File: src/rtl/i2c_cr_pkg.sv
`timescale 1ns/1ps
package i2c_cr_pkg;
  localparam int ADDR_W = 7;
  localparam int BYTE_W = 8;

  typedef enum logic [2:0] {
    BC_START, BC_RSTART, BC_STOP, BC_WBIT, BC_RBIT
  } bit_cmd_e;

  typedef enum logic [3:0] {
    S_IDLE, S_START, S_TXB, S_RXACK, S_RSTART, S_RXB, S_TXACK, S_STOP
  } seq_e;

  typedef enum logic [1:0] {
    F_ADDR_W, F_OFFS, F_ADDR_R
  } frame_e;
endpackage

File: src/rtl/i2c_cr_tick.sv
`timescale 1ns/1ps
module i2c_cr_tick #(
  parameter int DIV_W = 8
) (
  input  logic             clk_i,
  input  logic             rst_ni,
  input  logic [DIV_W-1:0] div_i,
  output logic             tick_o
);
  logic [DIV_W-1:0] cnt_q;

  always_ff @(posedge clk_i or negedge rst_ni) begin
    if (!rst_ni) begin
      cnt_q  <= '0;
      tick_o <= 1'b0;
    end else if (cnt_q >= div_i) begin
      cnt_q  <= '0;
      tick_o <= 1'b1;
    end else begin
      cnt_q  <= cnt_q + DIV_W'(1);
      tick_o <= 1'b0;
    end
  end
endmodule

File: src/rtl/i2c_cr_sync.sv
`timescale 1ns/1ps
module i2c_cr_sync #(
  parameter int STAGES = 2
) (
  input  logic clk_i,
  input  logic rst_ni,
  input  logic d_i,
  output logic q_o
);
  if (STAGES == 0) begin : g_bypass
    assign q_o = d_i;
  end else begin : g_chain
    logic [STAGES-1:0] sr_q;
    always_ff @(posedge clk_i or negedge rst_ni) begin
      if (!rst_ni) begin
        sr_q <= '1;  // idle bus reads high
      end else begin
        sr_q[0] <= d_i;
        for (int i = 1; i < STAGES; i++) sr_q[i] <= sr_q[i-1];
      end
    end
    assign q_o = sr_q[STAGES-1];
  end
endmodule

File: src/rtl/i2c_cr_phy.sv
`timescale 1ns/1ps
module i2c_cr_phy
  import i2c_cr_pkg::*;
(
  input  logic     clk_i,
  input  logic     rst_ni,
  input  logic     tick_i,
  input  logic     cmd_valid_i,
  input  bit_cmd_e cmd_i,
  input  logic     wbit_i,
  input  logic     sda_i,
  output logic     busy_o,
  output logic     done_o,
  output logic     rbit_o,
  output logic     scl_oe_o,
  output logic     sda_oe_o
);
  logic     busy_q, done_q, rbit_q, wbit_q;
  logic     scl_oe_q, sda_oe_q;
  logic [1:0] phase_q;
  bit_cmd_e cmd_q;
  logic     scl_hi, sda_hi;

  // Line levels per quarter; each command leaves SCL low except STOP
  always_comb begin
    scl_hi = 1'b1;
    sda_hi = 1'b1;
    unique case (cmd_q)
      BC_START: begin
        scl_hi = (phase_q != 2'd3);
        sda_hi = (phase_q == 2'd0);
      end
      BC_RSTART: begin
        scl_hi = (phase_q == 2'd1) || (phase_q == 2'd2);
        sda_hi = (phase_q < 2'd2);
      end
      BC_STOP: begin
        scl_hi = (phase_q != 2'd0);
        sda_hi = (phase_q >= 2'd2);
      end
      BC_WBIT: begin
        scl_hi = (phase_q == 2'd1) || (phase_q == 2'd2);
        sda_hi = wbit_q;
      end
      default: begin
        scl_hi = (phase_q == 2'd1) || (phase_q == 2'd2);
        sda_hi = 1'b1;
      end
    endcase
  end

  always_ff @(posedge clk_i or negedge rst_ni) begin
    if (!rst_ni) begin
      busy_q   <= 1'b0;
      done_q   <= 1'b0;
      rbit_q   <= 1'b1;
      wbit_q   <= 1'b1;
      phase_q  <= 2'd0;
      cmd_q    <= BC_START;
      scl_oe_q <= 1'b0;
      sda_oe_q <= 1'b0;
    end else begin
      done_q <= 1'b0;
      if (busy_q) begin
        scl_oe_q <= !scl_hi;
        sda_oe_q <= !sda_hi;
        if (tick_i) begin
          if (phase_q == 2'd2 && cmd_q == BC_RBIT) rbit_q <= sda_i;
          if (phase_q == 2'd3) begin
            busy_q <= 1'b0;
            done_q <= 1'b1;
          end
          phase_q <= phase_q + 2'd1;
        end
      end else if (cmd_valid_i) begin
        busy_q  <= 1'b1;
        phase_q <= 2'd0;
        cmd_q   <= cmd_i;
        wbit_q  <= wbit_i;
      end
    end
  end

  assign busy_o   = busy_q;
  assign done_o   = done_q;
  assign rbit_o   = rbit_q;
  assign scl_oe_o = scl_oe_q;
  assign sda_oe_o = sda_oe_q;
endmodule

File: src/rtl/i2c_cmb_reader.sv
`timescale 1ns/1ps
module i2c_cmb_reader
  import i2c_cr_pkg::*;
#(
  parameter int DIV_W       = 8,
  parameter int CNT_W       = 8,
  parameter int SYNC_STAGES = 2
) (
  input  logic              clk_i,
  input  logic              rst_ni,
  input  logic [DIV_W-1:0]  div_i,
  input  logic              start_i,
  input  logic [ADDR_W-1:0] addr_i,
  input  logic [BYTE_W-1:0] offs_i,
  input  logic [CNT_W-1:0]  cnt_i,
  input  logic              sda_i,
  output logic              scl_oe_o,
  output logic              sda_oe_o,
  output logic              busy_o,
  output logic              done_o,
  output logic              err_o,
  output logic              rx_valid_o,
  output logic [BYTE_W-1:0] rx_data_o
);
  localparam int BIT_CW = $clog2(BYTE_W);
  localparam logic [BIT_CW-1:0] LAST_BIT = BIT_CW'(BYTE_W - 1);

  seq_e              state_q;
  frame_e            frame_q;
  logic [BIT_CW-1:0] bit_q;
  logic [BYTE_W-1:0] sh_q;
  logic [CNT_W-1:0]  rem_q;
  logic [ADDR_W-1:0] addr_q;
  logic [BYTE_W-1:0] offs_q;
  logic              issued_q, done_q, err_q, rxv_q;
  logic [BYTE_W-1:0] rxd_q;

  logic     tick, sda_s;
  logic     phy_busy, phy_done, phy_rbit;
  logic     cmd_valid, wbit;
  bit_cmd_e cmd;

  i2c_cr_tick #(.DIV_W(DIV_W)) u_tick (
    .clk_i(clk_i), .rst_ni(rst_ni), .div_i(div_i), .tick_o(tick)
  );

  i2c_cr_sync #(.STAGES(SYNC_STAGES)) u_sync (
    .clk_i(clk_i), .rst_ni(rst_ni), .d_i(sda_i), .q_o(sda_s)
  );

  i2c_cr_phy u_phy (
    .clk_i(clk_i), .rst_ni(rst_ni), .tick_i(tick),
    .cmd_valid_i(cmd_valid), .cmd_i(cmd), .wbit_i(wbit), .sda_i(sda_s),
    .busy_o(phy_busy), .done_o(phy_done), .rbit_o(phy_rbit),
    .scl_oe_o(scl_oe_o), .sda_oe_o(sda_oe_o)
  );

  always_comb begin
    cmd  = BC_START;
    wbit = 1'b1;
    unique case (state_q)
      S_START:  cmd = BC_START;
      S_RSTART: cmd = BC_RSTART;
      S_STOP:   cmd = BC_STOP;
      S_TXB: begin
        cmd  = BC_WBIT;
        wbit = sh_q[BYTE_W-1];
      end
      S_TXACK: begin
        cmd  = BC_WBIT;
        wbit = (rem_q == '0);  // NAK on the final byte
      end
      S_RXACK, S_RXB: cmd = BC_RBIT;
      default: cmd = BC_START;
    endcase
  end

  assign cmd_valid = (state_q != S_IDLE) && !issued_q && !phy_busy;

  always_ff @(posedge clk_i or negedge rst_ni) begin
    if (!rst_ni) begin
      state_q  <= S_IDLE;
      frame_q  <= F_ADDR_W;
      bit_q    <= '0;
      sh_q     <= '0;
      rem_q    <= '0;
      addr_q   <= '0;
      offs_q   <= '0;
      issued_q <= 1'b0;
      done_q   <= 1'b0;
      err_q    <= 1'b0;
      rxv_q    <= 1'b0;
      rxd_q    <= '0;
    end else begin
      done_q <= 1'b0;
      rxv_q  <= 1'b0;
      if (phy_done)       issued_q <= 1'b0;
      else if (cmd_valid) issued_q <= 1'b1;

      unique case (state_q)
        S_IDLE: if (start_i) begin
          if (cnt_i == '0) begin
            err_q  <= 1'b1;
            done_q <= 1'b1;
          end else begin
            err_q   <= 1'b0;
            addr_q  <= addr_i;
            offs_q  <= offs_i;
            rem_q   <= cnt_i;
            state_q <= S_START;
          end
        end
        S_START: if (phy_done) begin
          sh_q    <= {addr_q, 1'b0};
          frame_q <= F_ADDR_W;
          bit_q   <= LAST_BIT;
          state_q <= S_TXB;
        end
        S_TXB: if (phy_done) begin
          if (bit_q == '0) begin
            state_q <= S_RXACK;
          end else begin
            bit_q <= bit_q - BIT_CW'(1);
            sh_q  <= {sh_q[BYTE_W-2:0], 1'b0};
          end
        end
        S_RXACK: if (phy_done) begin
          if (phy_rbit) begin
            err_q   <= 1'b1;
            state_q <= S_STOP;
          end else begin
            unique case (frame_q)
              F_ADDR_W: begin
                sh_q    <= offs_q;
                frame_q <= F_OFFS;
                bit_q   <= LAST_BIT;
                state_q <= S_TXB;
              end
              F_OFFS: state_q <= S_RSTART;
              default: begin
                bit_q   <= LAST_BIT;
                state_q <= S_RXB;
              end
            endcase
          end
        end
        S_RSTART: if (phy_done) begin
          sh_q    <= {addr_q, 1'b1};
          frame_q <= F_ADDR_R;
          bit_q   <= LAST_BIT;
          state_q <= S_TXB;
        end
        S_RXB: if (phy_done) begin
          sh_q <= {sh_q[BYTE_W-2:0], phy_rbit};
          if (bit_q == '0) begin
            rxv_q   <= 1'b1;
            rxd_q   <= {sh_q[BYTE_W-2:0], phy_rbit};
            rem_q   <= rem_q - CNT_W'(1);
            state_q <= S_TXACK;
          end else begin
            bit_q <= bit_q - BIT_CW'(1);
          end
        end
        S_TXACK: if (phy_done) begin
          if (rem_q == '0) begin
            state_q <= S_STOP;
          end else begin
            bit_q   <= LAST_BIT;
            state_q <= S_RXB;
          end
        end
        S_STOP: if (phy_done) begin
          state_q <= S_IDLE;
          done_q  <= 1'b1;
        end
        default: state_q <= S_IDLE;
      endcase
    end
  end

  assign busy_o     = (state_q != S_IDLE);
  assign done_o     = done_q;
  assign err_o      = err_q;
  assign rx_valid_o = rxv_q;
  assign rx_data_o  = rxd_q;
endmodule

File: config.mk
export PLATFORM = sky130hd
export DESIGN_NAME = i2c_cmb_reader
export DESIGN_NICKNAME = d
export VERILOG_FILES = /design/src/rtl/i2c_cr_pkg.sv /design/src/rtl/i2c_cr_tick.sv /design/src/rtl/i2c_cr_sync.sv /design/src/rtl/i2c_cr_phy.sv /design/src/rtl/i2c_cmb_reader.sv
export SDC_FILE = /design/constraint.sdc
export NUM_CORES = 1
export LEC_CHECK = 0
export BUFFER_PORTS_ARGS = -buffer_cell sky130_fd_sc_hd__buf_4
export CORE_ASPECT_RATIO = 1.25
export CORE_MARGIN = 2
export CORE_UTILIZATION = 35
export CTS_CLUSTER_SIZE = 40
export DETAILED_ROUTE_END_ITERATION = 12
export PLACE_DENSITY_LB_ADDON = 0.05
export SKIP_CTS_REPAIR_TIMING = 1
export SYNTH_ARGS = -nofsm -noshare
export SYNTH_HDL_FRONTEND = slang
export SYNTH_SLANG_ARGS = --single-unit
File: constraint.sdc
create_clock -name clk_i -period 2.95 [get_ports clk_i]
set_clock_uncertainty 0.1 [all_clocks]
set_input_delay 0.1475 -clock clk_i [delete_from_list [all_inputs] [get_ports clk_i]]
set_output_delay 0.1475 -clock clk_i [all_outputs]
set_load 0.01 [all_outputs]
==> metrics.log <==
INFO  metric core_area = 0.0117 mm2
INFO  metric drive_gt1_frac = 0.230
INFO  metric timing_max_transition_violations_final = 0
INFO  metric boundaryPins = 49
INFO  metric ys_ff_latch = 73
INFO  metric cts_root_buffer = sky130_fd_sc_hd__clkbuf_16
INFO  metric total_length_of_routed_wires = 9.81 mm
INFO  metric critical_path.endpoint_type = register
INFO  metric r2r_worst_path_depth = 3
INFO  metric place.port_buffers = 48
INFO  metric antenna_cells_inserted = 0
INFO  metric clock_tree.buffer_depth = 2
INFO  metric grt_pass1_wl = approximately 16 mm
INFO  metric power.ir.vdd_worst = ~0.31 mV
INFO  metric mean_syn_cell_area = 10.6 um2
INFO  metric number_of_max_capacitance_violations_reported = 0
INFO  metric tightest_slew = around 0.95 ns
INFO  metric global_route.overflow_total = 0
INFO  metric final_sum_of_negative_setup_slack = 0 ns
INFO  metric asyncSetResetFlopFracSynth = 1.00
INFO  metric rsz0062_at_grt = false
INFO  metric drc = 0
INFO  metric die-width = between 100 and 150 um
INFO  metric cell_area_after_synthesis = between 0.004 and 0.005 mm2
INFO  metric initial_utilization = 0.359
INFO  metric clkLatencyLatePin = between 0.3 and 0.4 ns
INFO  metric hold_path_class = input port to register
INFO  metric critical_path.max_stage_delay = just under 0.6 ns
INFO  metric drt_pre_antenna_iters = 4
INFO  metric route.antenna.remaining_nets = 0
INFO  metric grt_start_max_net_pins = 74
INFO  metric min_delay_path_depth = 3
INFO  metric yosys.cell_types.count = between 70 and 80
INFO  metric tritoncts_clock_tree = done
INFO  metric syn-instance-count = 394
INFO  metric cts.htree.levels = 3
INFO  metric run_status = completed
INFO  metric weighted_congestion_at_the_end_of_routability_driven_global_placement = around 0.81
INFO  metric final_min_period_over_clock_period = 0.757
INFO  metric dieArea = between 0.01 and 0.015 mm2
INFO  metric final_common_cell = sky130_fd_sc_hd__dfrtp_1
INFO  metric drt_iter0_markers = around 150
INFO  metric synth_edf_count = 0
INFO  metric report.final.hold_viol_count = 0
INFO  metric critPathMaxFanout = 12
INFO  metric route.vias.total = between 3000 and 4000
INFO  metric finalNetCount = 503
INFO  metric cellPowerDensity = between 800 and 900 mW/mm2
INFO  metric hpwlAfterDp = slightly below 7 mm
INFO  metric layout-area-overhead-vs-synth = 21.7%
INFO  metric slew_headroom = 0.367
INFO  metric grt_pass1_vias = 3128
INFO  metric postSynthNetCount = ~450
INFO  metric layout.cells.most_common_list = 69 x sky130_fd_sc_hd__dfrtp_1, 54 x sky130_fd_sc_hd__buf_4, 32 x sky130_fd_sc_hd__nor2_1
INFO  metric postSynth.topFlopCell = sky130_fd_sc_hd__dfrtp_1
INFO  metric critical-path-slowest-cell = sky130_fd_sc_hd__dfrtp_1
INFO  metric kind_of_start_point_of_the_critical_path = register
INFO  metric final_setup_violation_count = 0
INFO  metric worstPathArrival = approximately 2.4 ns
INFO  metric cts_inserted_buffers = 9
INFO  metric detail_route.vias_per_cell = 5.28
INFO  metric std_cell_rows = 44
INFO  metric synth.yosys.seq_area_share = 0.437
INFO  metric grt_usage = 0.159
INFO  metric number_of_antenna_violations_at_the_first_check_in_global_routing = 0
INFO  metric final_critical_period = between 2 and 2.5 ns
INFO  metric power.leakage = about 0.0024 uW
INFO  metric cts_num_sinks = 73
INFO  metric finish.utilization = 0.437
INFO  metric crit_required = ~3 ns
INFO  metric worstPathCellList = and3b_1 -> and3_1 -> mux2_1
INFO  metric drt-wirelength-per-cell = 15.9 um
INFO  metric clock_pin_transition_on_the_worst_setup_and_hold_timing_paths = 0.06 ns
INFO  metric die_height = between 100 and 150 um
INFO  metric class_of_the_most_critical_setup_path = register to register
INFO  metric max_clock_freq = between 400 and 500 MHz
INFO  metric yosysWarningCount = 0
[worst max-delay path: cells and delay by family, from the launching register on]
| family | cells | cell delay [ns] |
|---|---|---|
| DFF | 1 | 0.58 |
| and+or+nand+nor | 2 | 1.05 |
| muxes | 1 | 0.37 |
[kinds of logic (layout without fill, tap and decap cells)]
group	count (synthesis)	count (layout)	share of synthesized area
compound gates	106	106	0.190
xor+xnor	7	7	0.0164
fa+ha+maj	16	16	0.0477
buf+inv	43	106	0.0477
flops	73	73	0.437
mux	39	39	0.115
simple gates	110	110	0.146
[registers in the layout, indices dropped and copies added, names as in the netlist, 2 cells and up]
name	flops
addr_q	7
bit_q	3
u_tick.cnt_q	8
offs_q	8
u_phy.phase_q	2
rem_q	8
u_phy.cmd_q	3
frame_q	2
u_sync.g_chain.sr_q	2
rx_data_o	8
state_q	3
sh_q	8
[where the power goes]
part           total (uW)  internal [uW]  switching [uW]
Clock                 985            559             425
Combinational        1710            791             920
Sequential           1620           1310             319
[stage by stage]
stage / worst slack (ns) / instances / total power, uW / hold WS (ns) / instance area [um2]
after global placement: 0.810 / 585 / 3330 / 0.157 / 4670
after floorplan: 1.17 / 394 / 2890 / -0.248 / 4190
after global routing: 0.604 / 618 / 4680 / 0.0269 / 5100
final: 0.717 / 618 / 4320 / 0.000346 / 5100
after detailed placement: 0.735 / 585 / 3350 / 0.160 / 4670
after CTS: 0.715 / 601 / 4360 / -0.190 / 4930
[cells in the mapped netlist (all sizes together) (2+ instances only)]
master | instances | area [um2]
a211o | 7 | 61.3
a211oi | 9 | 72.6
a21boi | 2 | 15.0
a21o | 3 | 22.5
a21oi | 20 | 115
a32oi | 2 | 17.5
and3 | 6 | 37.5
buf | 19 | 110
clkbuf | 5 | 18.8
dfrtp | 69 | 1730
dfstp | 4 | 105
ha | 16 | 200
inv | 19 | 71.3
mux2 | 37 | 450
nand2 | 24 | 97.6
nand2b | 9 | 56.3
nand3 | 7 | 35.0
nand3b | 3 | 35.0
nand4 | 4 | 25.0
nor2 | 32 | 120
nor2b | 3 | 18.8
nor3 | 4 | 31.3
nor4 | 6 | 65.1
o21ai | 21 | 105
o21ba | 2 | 20.0
o221ai | 15 | 131
o22ai | 2 | 26.3
o2bb2ai | 8 | 70.1
o31ai | 4 | 30.0
or3 | 4 | 30.0
or3b | 2 | 17.5
xnor2 | 2 | 17.5
xor2 | 5 | 51.3
[worst paths after layout]
| kind | to | slack [ns] | startpoint |
|---|---|---|---|
| max reg2reg | rx_data_o[6] | 0.72 | state_q[2] |
| max in group asynchronous | offs_q[4] | 1.73 | rst_ni |
| min reg2reg | u_sync.g_chain.sr_q[1] | 0.26 | u_sync.g_chain.sr_q[0] |
| min in group asynchronous | u_phy.sda_oe_o | 0.40 | rst_ni |
| min | done_o | 0.0003 | start_i |
| max | rx_data_o[6] | 0.72 | state_q[2] |
[final cells by class]
type / count / area, um2
flip-flops and latches: 73 / 1830
fillers: 1148 / 6570
clock inverters: 7 / 37.5
repair buffers: 71 / 576
multi-input cells: 278 / 2160
clock buffers: 9 / 225
inverters: 19 / 71.3
well taps: 161 / 201
[routing by layer]
metal | vias up | global-route usage | share of wire
met5 | - | 0 | 0
met1 | 1631 | 0.216 | 0.46
met3 | 10 | 0.0314 | 0.033
li1 | 1561 | - | -
met2 | 63 | 0.251 | 0.49
met4 | 0 | 0.0580 | 0.014
Note: power is estimated with default switching activity, not from simulation.
